==> config.mk <==
export PLATFORM = sky130hd
export DESIGN_NAME = remap_cam_ctl
export DESIGN_NICKNAME = d
export VERILOG_FILES = /design/src/rtl/remap_pkg.sv /design/src/rtl/remap_match.sv /design/src/rtl/remap_enc.sv /design/src/rtl/remap_ctrl.sv /design/src/rtl/remap_cam_ctl.sv
export SDC_FILE = /design/constraint.sdc
export NUM_CORES = 1
export LEC_CHECK = 0
export ABC_AREA = 0
export BUFFER_PORTS_ARGS = -buffer_cell sky130_fd_sc_hd__buf_2
export CAP_MARGIN = 10
export CORE_MARGIN = 1.5
export CORE_UTILIZATION = 35
export DETAILED_ROUTE_END_ITERATION = 16
export GPL_TIMING_DRIVEN = 1
export PLACE_DENSITY_LB_ADDON = 0.08
export SYNTH_ARGS = -nofsm -noshare
export SYNTH_HDL_FRONTEND = slang
export SYNTH_HIERARCHICAL = 1
export SYNTH_SLANG_ARGS = --single-unit
==> constraint.sdc <==
create_clock -name clk -period 9.5 [get_ports clk]
set_input_delay 1.9 -clock clk [delete_from_list [all_inputs] [get_ports clk]]
set_output_delay 1.9 -clock clk [all_outputs]
set_load 0.01 [all_outputs]
==> src/rtl/remap_pkg.sv <==
package remap_pkg;

    // Decision taken for one insertion request
    typedef enum logic [2:0] {
        ACT_IDLE,       // no request
        ACT_PUT_ONE,    // single-error word into top region
        ACT_PUT_MULTI,  // multi-error word into bottom region
        ACT_EVICT,      // full: cancel newest single entry, reuse slot
        ACT_UPGRADE,    // stored single-error word re-reported as multi
        ACT_KEEP,       // already stored, nothing to do
        ACT_DROP,       // single-error word, no room
        ACT_FAIL        // multi-error word, no room, nothing to evict
    } ins_act_e;

endpackage

==> src/rtl/remap_match.sv <==
module remap_match #(
    parameter int ADDR_W = 10,
    parameter int DEPTH  = 8
) (
    input  logic [DEPTH-1:0][ADDR_W-1:0] tags,
    input  logic [DEPTH-1:0]             vld,
    input  logic [ADDR_W-1:0]            key,
    output logic [DEPTH-1:0]             eq
);

    for (genvar i = 0; i < DEPTH; i++) begin : g_cmp
        assign eq[i] = vld[i] && (tags[i] == key);
    end

endmodule

==> src/rtl/remap_enc.sv <==
module remap_enc #(
    parameter int DEPTH = 8,
    parameter int IDX_W = 3
) (
    input  logic [DEPTH-1:0] vec,
    output logic [IDX_W-1:0] idx,
    output logic             any
);

    // vec is at most one-hot, so OR-ing indices gives the position
    always_comb begin
        idx = '0;
        for (int i = 0; i < DEPTH; i++) begin
            idx = idx | (vec[i] ? IDX_W'(i) : '0);
        end
        any = |vec;
    end

endmodule

==> src/rtl/remap_ctrl.sv <==
module remap_ctrl
    import remap_pkg::*;
#(
    parameter int ADDR_W = 10,
    parameter int DEPTH  = 8,
    parameter int IDX_W  = 3,
    parameter int CNT_W  = 4
) (
    input  logic                         clk,
    input  logic                         rst_n,
    input  logic                         ins_fire,
    input  logic                         ins_multi,
    input  logic [ADDR_W-1:0]            ins_addr,
    input  logic                         hit_any,
    input  logic [IDX_W-1:0]             hit_idx,
    output logic [DEPTH-1:0][ADDR_W-1:0] tags,
    output logic [DEPTH-1:0]             vld,
    output logic [CNT_W-1:0]             p2,
    output logic [CNT_W-1:0]             top,
    output logic                         unrep
);

    // p2  : next slot for multi-error words (grows upward from 0)
    // top : one above the next slot for single-error words
    //       (single entries occupy top .. DEPTH-1)
    // full when p2 == top
    typedef struct packed {
        logic [DEPTH-1:0][ADDR_W-1:0] tag;
        logic [DEPTH-1:0]             vld;
        logic [CNT_W-1:0]             p2;
        logic [CNT_W-1:0]             top;
        logic                         unrep;
    } state_t;

    localparam state_t ST_RST = '{
        tag:   '0,
        vld:   '0,
        p2:    '0,
        top:   CNT_W'(DEPTH),
        unrep: 1'b0
    };

    state_t     st_d, st_q;
    ins_act_e   act;
    logic       full, have_one, hit_low;
    logic [IDX_W-1:0] wr_slot, top_slot, p2_slot;

    always_comb begin
        st_d     = st_q;
        act      = ACT_IDLE;
        full     = (st_q.p2 >= st_q.top);
        have_one = (st_q.top < CNT_W'(DEPTH));
        hit_low  = (CNT_W'(hit_idx) < st_q.p2);
        top_slot = IDX_W'(st_q.top);
        p2_slot  = IDX_W'(st_q.p2);
        wr_slot  = p2_slot;

        if (ins_fire) begin
            if (hit_any) begin
                act = (hit_low || !ins_multi) ? ACT_KEEP : ACT_UPGRADE;
            end else if (!ins_multi) begin
                act = full ? ACT_DROP : ACT_PUT_ONE;
            end else if (!full) begin
                act = ACT_PUT_MULTI;
            end else if (have_one) begin
                act = ACT_EVICT;
            end else begin
                act = ACT_FAIL;
            end
        end

        case (act)
            ACT_PUT_ONE: begin
                wr_slot  = IDX_W'(st_q.top - CNT_W'(1));
                st_d.top = st_q.top - CNT_W'(1);
            end
            ACT_PUT_MULTI: begin
                st_d.p2 = st_q.p2 + CNT_W'(1);
            end
            ACT_EVICT: begin
                // cancel newest single entry; its slot equals p2 here
                st_d.vld[top_slot] = 1'b0;
                st_d.p2  = st_q.p2 + CNT_W'(1);
                st_d.top = st_q.top + CNT_W'(1);
            end
            ACT_UPGRADE: begin
                // close the hole: newest single entry moves into it
                st_d.tag[hit_idx]  = st_q.tag[top_slot];
                st_d.vld[top_slot] = 1'b0;
                st_d.p2  = st_q.p2 + CNT_W'(1);
                st_d.top = st_q.top + CNT_W'(1);
            end
            ACT_FAIL: begin
                st_d.unrep = 1'b1;
            end
            default: ;
        endcase

        if (act == ACT_PUT_ONE || act == ACT_PUT_MULTI ||
            act == ACT_EVICT   || act == ACT_UPGRADE) begin
            st_d.tag[wr_slot] = ins_addr;
            st_d.vld[wr_slot] = 1'b1;
        end
    end

    always_ff @(posedge clk) begin
        if (!rst_n) begin
            st_q <= ST_RST;
        end else begin
            st_q <= st_d;
        end
    end

    assign tags  = st_q.tag;
    assign vld   = st_q.vld;
    assign p2    = st_q.p2;
    assign top   = st_q.top;
    assign unrep = st_q.unrep;

endmodule

==> src/rtl/remap_cam_ctl.sv <==
module remap_cam_ctl #(
    parameter int ADDR_W = 10,
    parameter int DEPTH  = 8,
    localparam int IDX_W = $clog2(DEPTH),
    localparam int CNT_W = $clog2(DEPTH + 1)
) (
    input  logic              clk,
    input  logic              rst_n,
    input  logic              test_mode,
    input  logic [ADDR_W-1:0] lk_addr,
    input  logic              ins_valid,
    input  logic [ADDR_W-1:0] ins_addr,
    input  logic              ins_multi,
    output logic              hit,
    output logic [IDX_W-1:0]  spare_idx,
    output logic              unrepairable
);

    logic [DEPTH-1:0][ADDR_W-1:0] tags_w;
    logic [DEPTH-1:0]             vld_w;
    logic [DEPTH-1:0]             eq_w;
    logic [CNT_W-1:0]             p2_w, top_w;
    logic [ADDR_W-1:0]            key_w;
    logic [IDX_W-1:0]             idx_w;
    logic                         any_w;

    // one compare array serves both modes
    assign key_w = test_mode ? ins_addr : lk_addr;

    remap_match #(.ADDR_W(ADDR_W), .DEPTH(DEPTH)) u_match (
        .tags (tags_w),
        .vld  (vld_w),
        .key  (key_w),
        .eq   (eq_w)
    );

    remap_enc #(.DEPTH(DEPTH), .IDX_W(IDX_W)) u_enc (
        .vec (eq_w),
        .idx (idx_w),
        .any (any_w)
    );

    remap_ctrl #(
        .ADDR_W(ADDR_W), .DEPTH(DEPTH), .IDX_W(IDX_W), .CNT_W(CNT_W)
    ) u_ctrl (
        .clk       (clk),
        .rst_n     (rst_n),
        .ins_fire  (test_mode && ins_valid),
        .ins_multi (ins_multi),
        .ins_addr  (ins_addr),
        .hit_any   (any_w),
        .hit_idx   (idx_w),
        .tags      (tags_w),
        .vld       (vld_w),
        .p2        (p2_w),
        .top       (top_w),
        .unrep     (unrepairable)
    );

    assign hit       = !test_mode && any_w;
    assign spare_idx = hit ? idx_w : '0;

endmodule

==> flow_summary.json, run 1 <==
{
  "die_w_um": 144,
  "rsz0062_at_grt": "no",
  "r2r-start": "u_ctrl/tags[56]$_SDFF_PN0_",
  "worst_slew_pin_slew_ps": 1100,
  "cp-end-kind": "register",
  "finalCriticalPeriod_ps": 6370,
  "drv_slew": 0,
  "crit_start": "test_mode",
  "yosys_warnings": 6,
  "overflow": 0,
  "gp_congestion": 0.947,
  "synth_compound_area_share_pct": 16.0,
  "whs_ps": 467,
  "crit_buf_inv": 1,
  "path_max_fanout": 15,
  "drc": 0,
  "initialDrtViolationCount": 463,
  "antenna_found_initial": 0,
  "final_cell_mix": "dfxtp_1 (96), mux2i_1 (94), o211ai_1 (83)",
  "synthCells": 738,
  "htree_num_levels": 3,
  "period_share_pct": 67.1,
  "fin_tns_setup_ps": 0,
  "wire_per_inst_um": 24.3,
  "synth_cell_types": 64,
  "grt_pass1_vias": 5703,
  "die-area_um2": 20700,
  "synth_edf_count": 0,
  "p_leak_nw": 2.98,
  "dp_slack_ps": 2810,
  "syn2layout_area_growth_pct": 7.45,
  "io_pins": 30,
  "wirelength_um": 24200,
  "start_util_pct": 35.7,
  "port_buffers": 29,
  "postCtsSetupBuffers": 0,
  "finalHoldViolCount": 0,
  "synthMuxAreaShare_pct": 19.0,
  "clock_sinks": 97,
  "grt_max_degree": 66,
  "dr.pass1.iters": 5,
  "r2r_slack_ps": 5170,
  "fin_ws_ps": 3130,
  "clkLatencyLatePin_ps": 370,
  "setup_viol": 0,
  "outcome": "finished, final reports clean",
  "postRouteAntennaNets": 0,
  "fp-row-count": 51,
  "ys.flop_type": "dfxtp_1",
  "synth_seq_area_share_pct": 27.9,
  "power_density_nw_per_um2": 134,
  "timing.fmax_mhz": 157,
  "required_ps": 9690,
  "slowest_stage": "nand2_1",
  "layout_commonest_cell": "dfxtp_1",
  "core_area_um2": 19500,
  "tritoncts": "built",
  "hold_path.class": "reg2reg",
  "ctsResizeCount": 0,
  "worstPathCellList": "buf_2, mux2_2, xnor2_1, nand3_1, nor3_2, or4_1, ha_1, a21o_1, a31oi_4, nor2_2, a221o_2, nand2_1, a21boi_0",
  "final_layout_size_suffix_gt1_share_pct": 14.9,
  "track_usage_pct": 24.5,
  "synth_top_family_by_area": "simple AND/OR/NAND/NOR gates",
  "max_stage_delay_ps": 810,
  "grt_first_pass_wirelength_um": 36900,
  "clk_path_buf_depth": 2,
  "cp_data_arrival_time_ps": 6570,
  "die_y_um": 144,
  "synth_xor_area_share_pct": 10.3,
  "syn_nets": 772,
  "path_class": "in2reg",
  "vias": 5755,
  "synthAdderAreaFrac_pct": 1.62,
  "ir_drop_mv": 0.0871,
  "ys_ff_latch": 97,
  "synth_area_leaders": "dfxtp_1 (28%), mux2i_1 (14%), xnor2_1 (10%)",
  "synth_top_area_share_pct": 27.9,
  "fin_skew_ps": 14.7,
  "slew_headroom_pct": 26.6,
  "critPathTopFamily": "simple AND/OR/NAND/NOR gates",
  "antenna_cells": 0,
  "max_cap_viol_count": 0,
  "netlist_area_um2": 6960,
  "clockRootBuffer": "clkbuf_16",
  "clkTransAtPathRegs_ps": 80,
  "yosys.area_share.simple_pct": 19.1,
  "yosysTopAreaCell": "dfxtp_1",
  "start_kind": "input pin",
  "hold_buffers": 0,
  "min-delay-start": "u_ctrl/vld[3]$_SDFF_PN0_",
  "numCtsBuffers": 9,
  "dpl.hpwl_um": 16500,
  "viasPerCell": 5.78,
  "syn_area_per_cell_um2": 9.42,
  "async_flop_share_pct": 0,
  "finalNetCount": 759
}
-- routing by layer --
layer / part of all wire [%] / track usage, % / vias to the layer above
li1: - / - / 2688
met1: 46 / 33.1 / 2886
met2: 48 / 40.4 / 153
met3: 4.5 / 3.18 / 28
met4: 2.0 / 8.27 / 0
met5: 0 / 0 / -
-- cells in the mapped netlist (all sizes together), types with 3 or more instances --
cell type / instances
nand3: 27
o31ai: 3
a21oi: 4
o21ai: 12
or4: 4
mux2i: 94
a31oi: 4
buf: 36
o41ai: 5
or4b: 3
a221o: 4
nor4: 3
and3b: 3
nor2: 11
a21boi: 9
nand2: 43
or2: 3
mux2: 20
a221oi: 4
nand3b: 3
or2b: 36
nor3: 13
xnor2: 81
and2: 6
a211oi: 3
inv: 6
mux4: 6
nand4: 16
nand2b: 32
clkbuf: 24
a22o: 7
nor2b: 5
ha: 9
o211ai: 83
dfxtp: 97
o21a: 4
-- flip-flops by register name (all words and copies together), names as in the netlist --
register,count
u_ctrl/tags,80
u_ctrl/vld,8
u_ctrl/p2,4
u_ctrl/top,4
u_ctrl/unrep,1
-- cell families after synthesis --
logic type	count (synthesis)
mux	120
simple gates	214
fa+ha+maj	9
compound gates	148
buf+inv	68
flops	97
xor+xnor	82
-- area by class of cell --
type	count	area, um2
multi-input combinational	573	4620
sequential	97	1940
clock inverter	7	119
fill	1948	12000
inverter	8	30.0
timing repair buffer	36	200
clock buffer	9	225
tap	265	332
-- per-stage QoR --
step / instances / total power, mW / instance area (um2) / util [%]
2_1_floorplan: 738 / 0.540 / 6960 / -
3_3_place_gp: 979 / 0.576 / 7130 / 36.6
3_5_place_dp: 979 / 0.577 / 7130 / 36.6
4_1_cts: 995 / 1.01 / 7470 / 38.4
5_1_grt: 995 / 1.04 / 7470 / 38.4
6_report: 995 / 1.00 / 7470 / 38.4
-- power breakdown --
part	leakage, nW	internal, mW	switching [mW]
clock	0.162	0.258	0.178
combinational	2.03	0.0555	0.0897
sequential	0.784	0.413	0.0106
-- worst reg2reg max path: stages, from the launching register on --
cell,delay [ps]
dfxtp_1,340
xnor2_1,170
nand4_1,180
nor3_2,80
or4_1,790
ha_1,460
a21o_1,200
a31oi_4,380
nor2_2,110
a221o_2,430
nand2_1,810
a21boi_0,220
-- final timing paths --
| kind | end | cells past startpoint |
|---|---|---|
| max | u_ctrl/vld[5]$_SDFF_PN0_ | 13 |
| min | u_ctrl/vld[3]$_SDFF_PN0_ | 2 |
| max reg2reg | u_ctrl/vld[5]$_SDFF_PN0_ | 11 |
| min reg2reg | u_ctrl/vld[3]$_SDFF_PN0_ | 2 |
Note: power is estimated with default switching activity, not from simulation.
==> inputs of run 2 (changes only) <==
==> constraint.sdc (replaced) <==
create_clock -name clk -period 5.6 [get_ports clk]
set_input_delay 1.12 -clock clk [delete_from_list [all_inputs] [get_ports clk]]
set_output_delay 1.12 -clock clk [all_outputs]
set_load 0.01 [all_outputs]
==> flow_summary.json, run 2 (synthesis gave the netlist of run 1 again) <==
{
  "outcome": "finished, final reports clean",
  "period_share_pct": 87.1,
  "postRouteAntennaNets": 0,
  "numCtsBuffers": 9,
  "core_area_um2": 19500,
  "drv_slew": 0,
  "fp-row-count": 51,
  "tritoncts": "built",
  "start_kind": "input pin",
  "fillerInstances": 1985,
  "finalPower_mw": 1.59,
  "largest_reg_flops": 80,
  "grt_first_pass_wirelength_um": 38000,
  "path_max_fanout": 20,
  "finalNetCount": 782,
  "final_layout_size_suffix_gt1_share_pct": 17.4,
  "required_ps": 5870,
  "overflow": 0,
  "antenna_cells": 0,
  "timing.fmax_mhz": 205,
  "path_class": "in2reg",
  "antenna_found_initial": 0,
  "initialDrtViolationCount": 420,
  "htree_num_levels": 3,
  "power_density_nw_per_um2": 210,
  "dpl.hpwl_um": 17400,
  "p_leak_nw": 3.05,
  "power.clock.fraction_pct": 39.0,
  "combPwrFrac_pct": 16.2,
  "rsz0062_at_grt": "no",
  "grt_max_degree": 58,
  "die_y_um": 144,
  "worst_slew_pin_slew_ps": 1010,
  "p_int_mw": 1.12,
  "grt_pass1_vias": 5820,
  "hold_buffers": 0,
  "wire_per_inst_um": 24.4,
  "clockRootBuffer": "clkbuf_16",
  "cp-end-kind": "register",
  "setup_viol": 0,
  "wirelength_um": 24900,
  "whs_ps": 464,
  "drc": 0,
  "port_buffers": 29,
  "multiInputGateArea_um2": 4620,
  "slew_headroom_pct": 32.9,
  "power.switching_fraction_pct": 29.4,
  "clkTransAtPathRegs_ps": 70,
  "max_cap_viol_count": 0,
  "viasPerCell": 5.72,
  "gp_congestion": 0.906,
  "seq_area_um2": 1940,
  "die-area_um2": 20700,
  "cp_data_arrival_time_ps": 5150,
  "p_sw_uw": 468,
  "ctsResizeCount": 0,
  "track_usage_pct": 25.2,
  "clkLatencyLatePin_ps": 360,
  "post-route-util_pct": 39.0,
  "fin_tns_setup_ps": 0,
  "fin_skew_ps": 10.7,
  "start_util_pct": 35.7,
  "finalHoldViolCount": 0,
  "finalCriticalPeriod_ps": 4880,
  "die_w_um": 144,
  "io_pins": 30,
  "dp_slack_ps": 371,
  "hold_path.class": "reg2reg",
  "clk_path_buf_depth": 2,
  "clock_sinks": 97,
  "fin_ws_ps": 722,
  "syn2layout_area_growth_pct": 9.07,
  "p_seq_share_pct": 44.8,
  "postCtsSetupBuffers": 0,
  "ir_drop_mv": 0.134,
  "dr.pass1.iters": 5,
  "layout_commonest_cell": "dfxtp_1",
  "vias": 5827,
  "final_cell_mix": "dfxtp_1 (96), mux2i_1 (94), o211ai_1 (83)"
}
## run 2: critical path, cell delays in order
cell	delay (ps)
buf_2	410
mux2_2	510
xnor2_1	170
nand4_1	130
nor3_2	70
or4_1	590
ha_1	380
a21o_1	170
a31oi_4	40
or4_1	980
nand2b_1	240
o211ai_1	120
mux2i_1	210
## run 2: worst paths after layout
kind                                                 start                          to  slack (ps)  cells after the start
worst min register to register   u_ctrl/unrep$_SDFFE_PN0N_   u_ctrl/unrep$_SDFFE_PN0N_         460                      1
worst min-delay path             u_ctrl/unrep$_SDFFE_PN0N_   u_ctrl/unrep$_SDFFE_PN0N_         460                      1
worst max register to register  u_ctrl/tags[46]$_SDFF_PN0_  u_ctrl/tags[36]$_SDFF_PN0_        2020                     11
worst max-delay path                             test_mode  u_ctrl/tags[36]$_SDFF_PN0_         720                     13
## run 2: per-stage QoR
stage,cell area [um2],instances
global placement,7300,1002
finish,7590,1018
detailed placement,7300,1002
global route,7590,1018
floorplan,6960,738
CTS,7590,1018
## run 2: power groups by stage
stage / registers [mW] / clock network (mW) / logic (mW)
6_report: 0.712 / 0.621 / 0.258
5_1_grt: 0.713 / 0.668 / 0.277
4_1_cts: 0.712 / 0.638 / 0.255
3_5_place_dp: 0.728 / 0 / 0.254
3_3_place_gp: 0.728 / 0 / 0.253
2_1_floorplan: 0.724 / 0 / 0.193
## run 2: final cells by class
type                       count  share of cell area, %
inverter                       8                  0.396
sequential                    97                   25.6
tap                          265                   4.37
clock inverter                 4                  0.363
timing repair buffer          59                   4.92
multi-input combinational    573                   61.0
clock buffer                  12                   3.38
## run 2: per-layer routing
layer / part of all wire (%) / wire length [um] / vias to the layer above / global-route usage, %
met5: 0 / 0 / - / 0
met4: 2.5 / 632 / 0 / 8.75
met3: 4.4 / 1100 / 45 / 3.28
met2: 46 / 11500 / 164 / 40.7
met1: 47 / 11600 / 2887 / 34.4
li1: - / - / 2731 / -
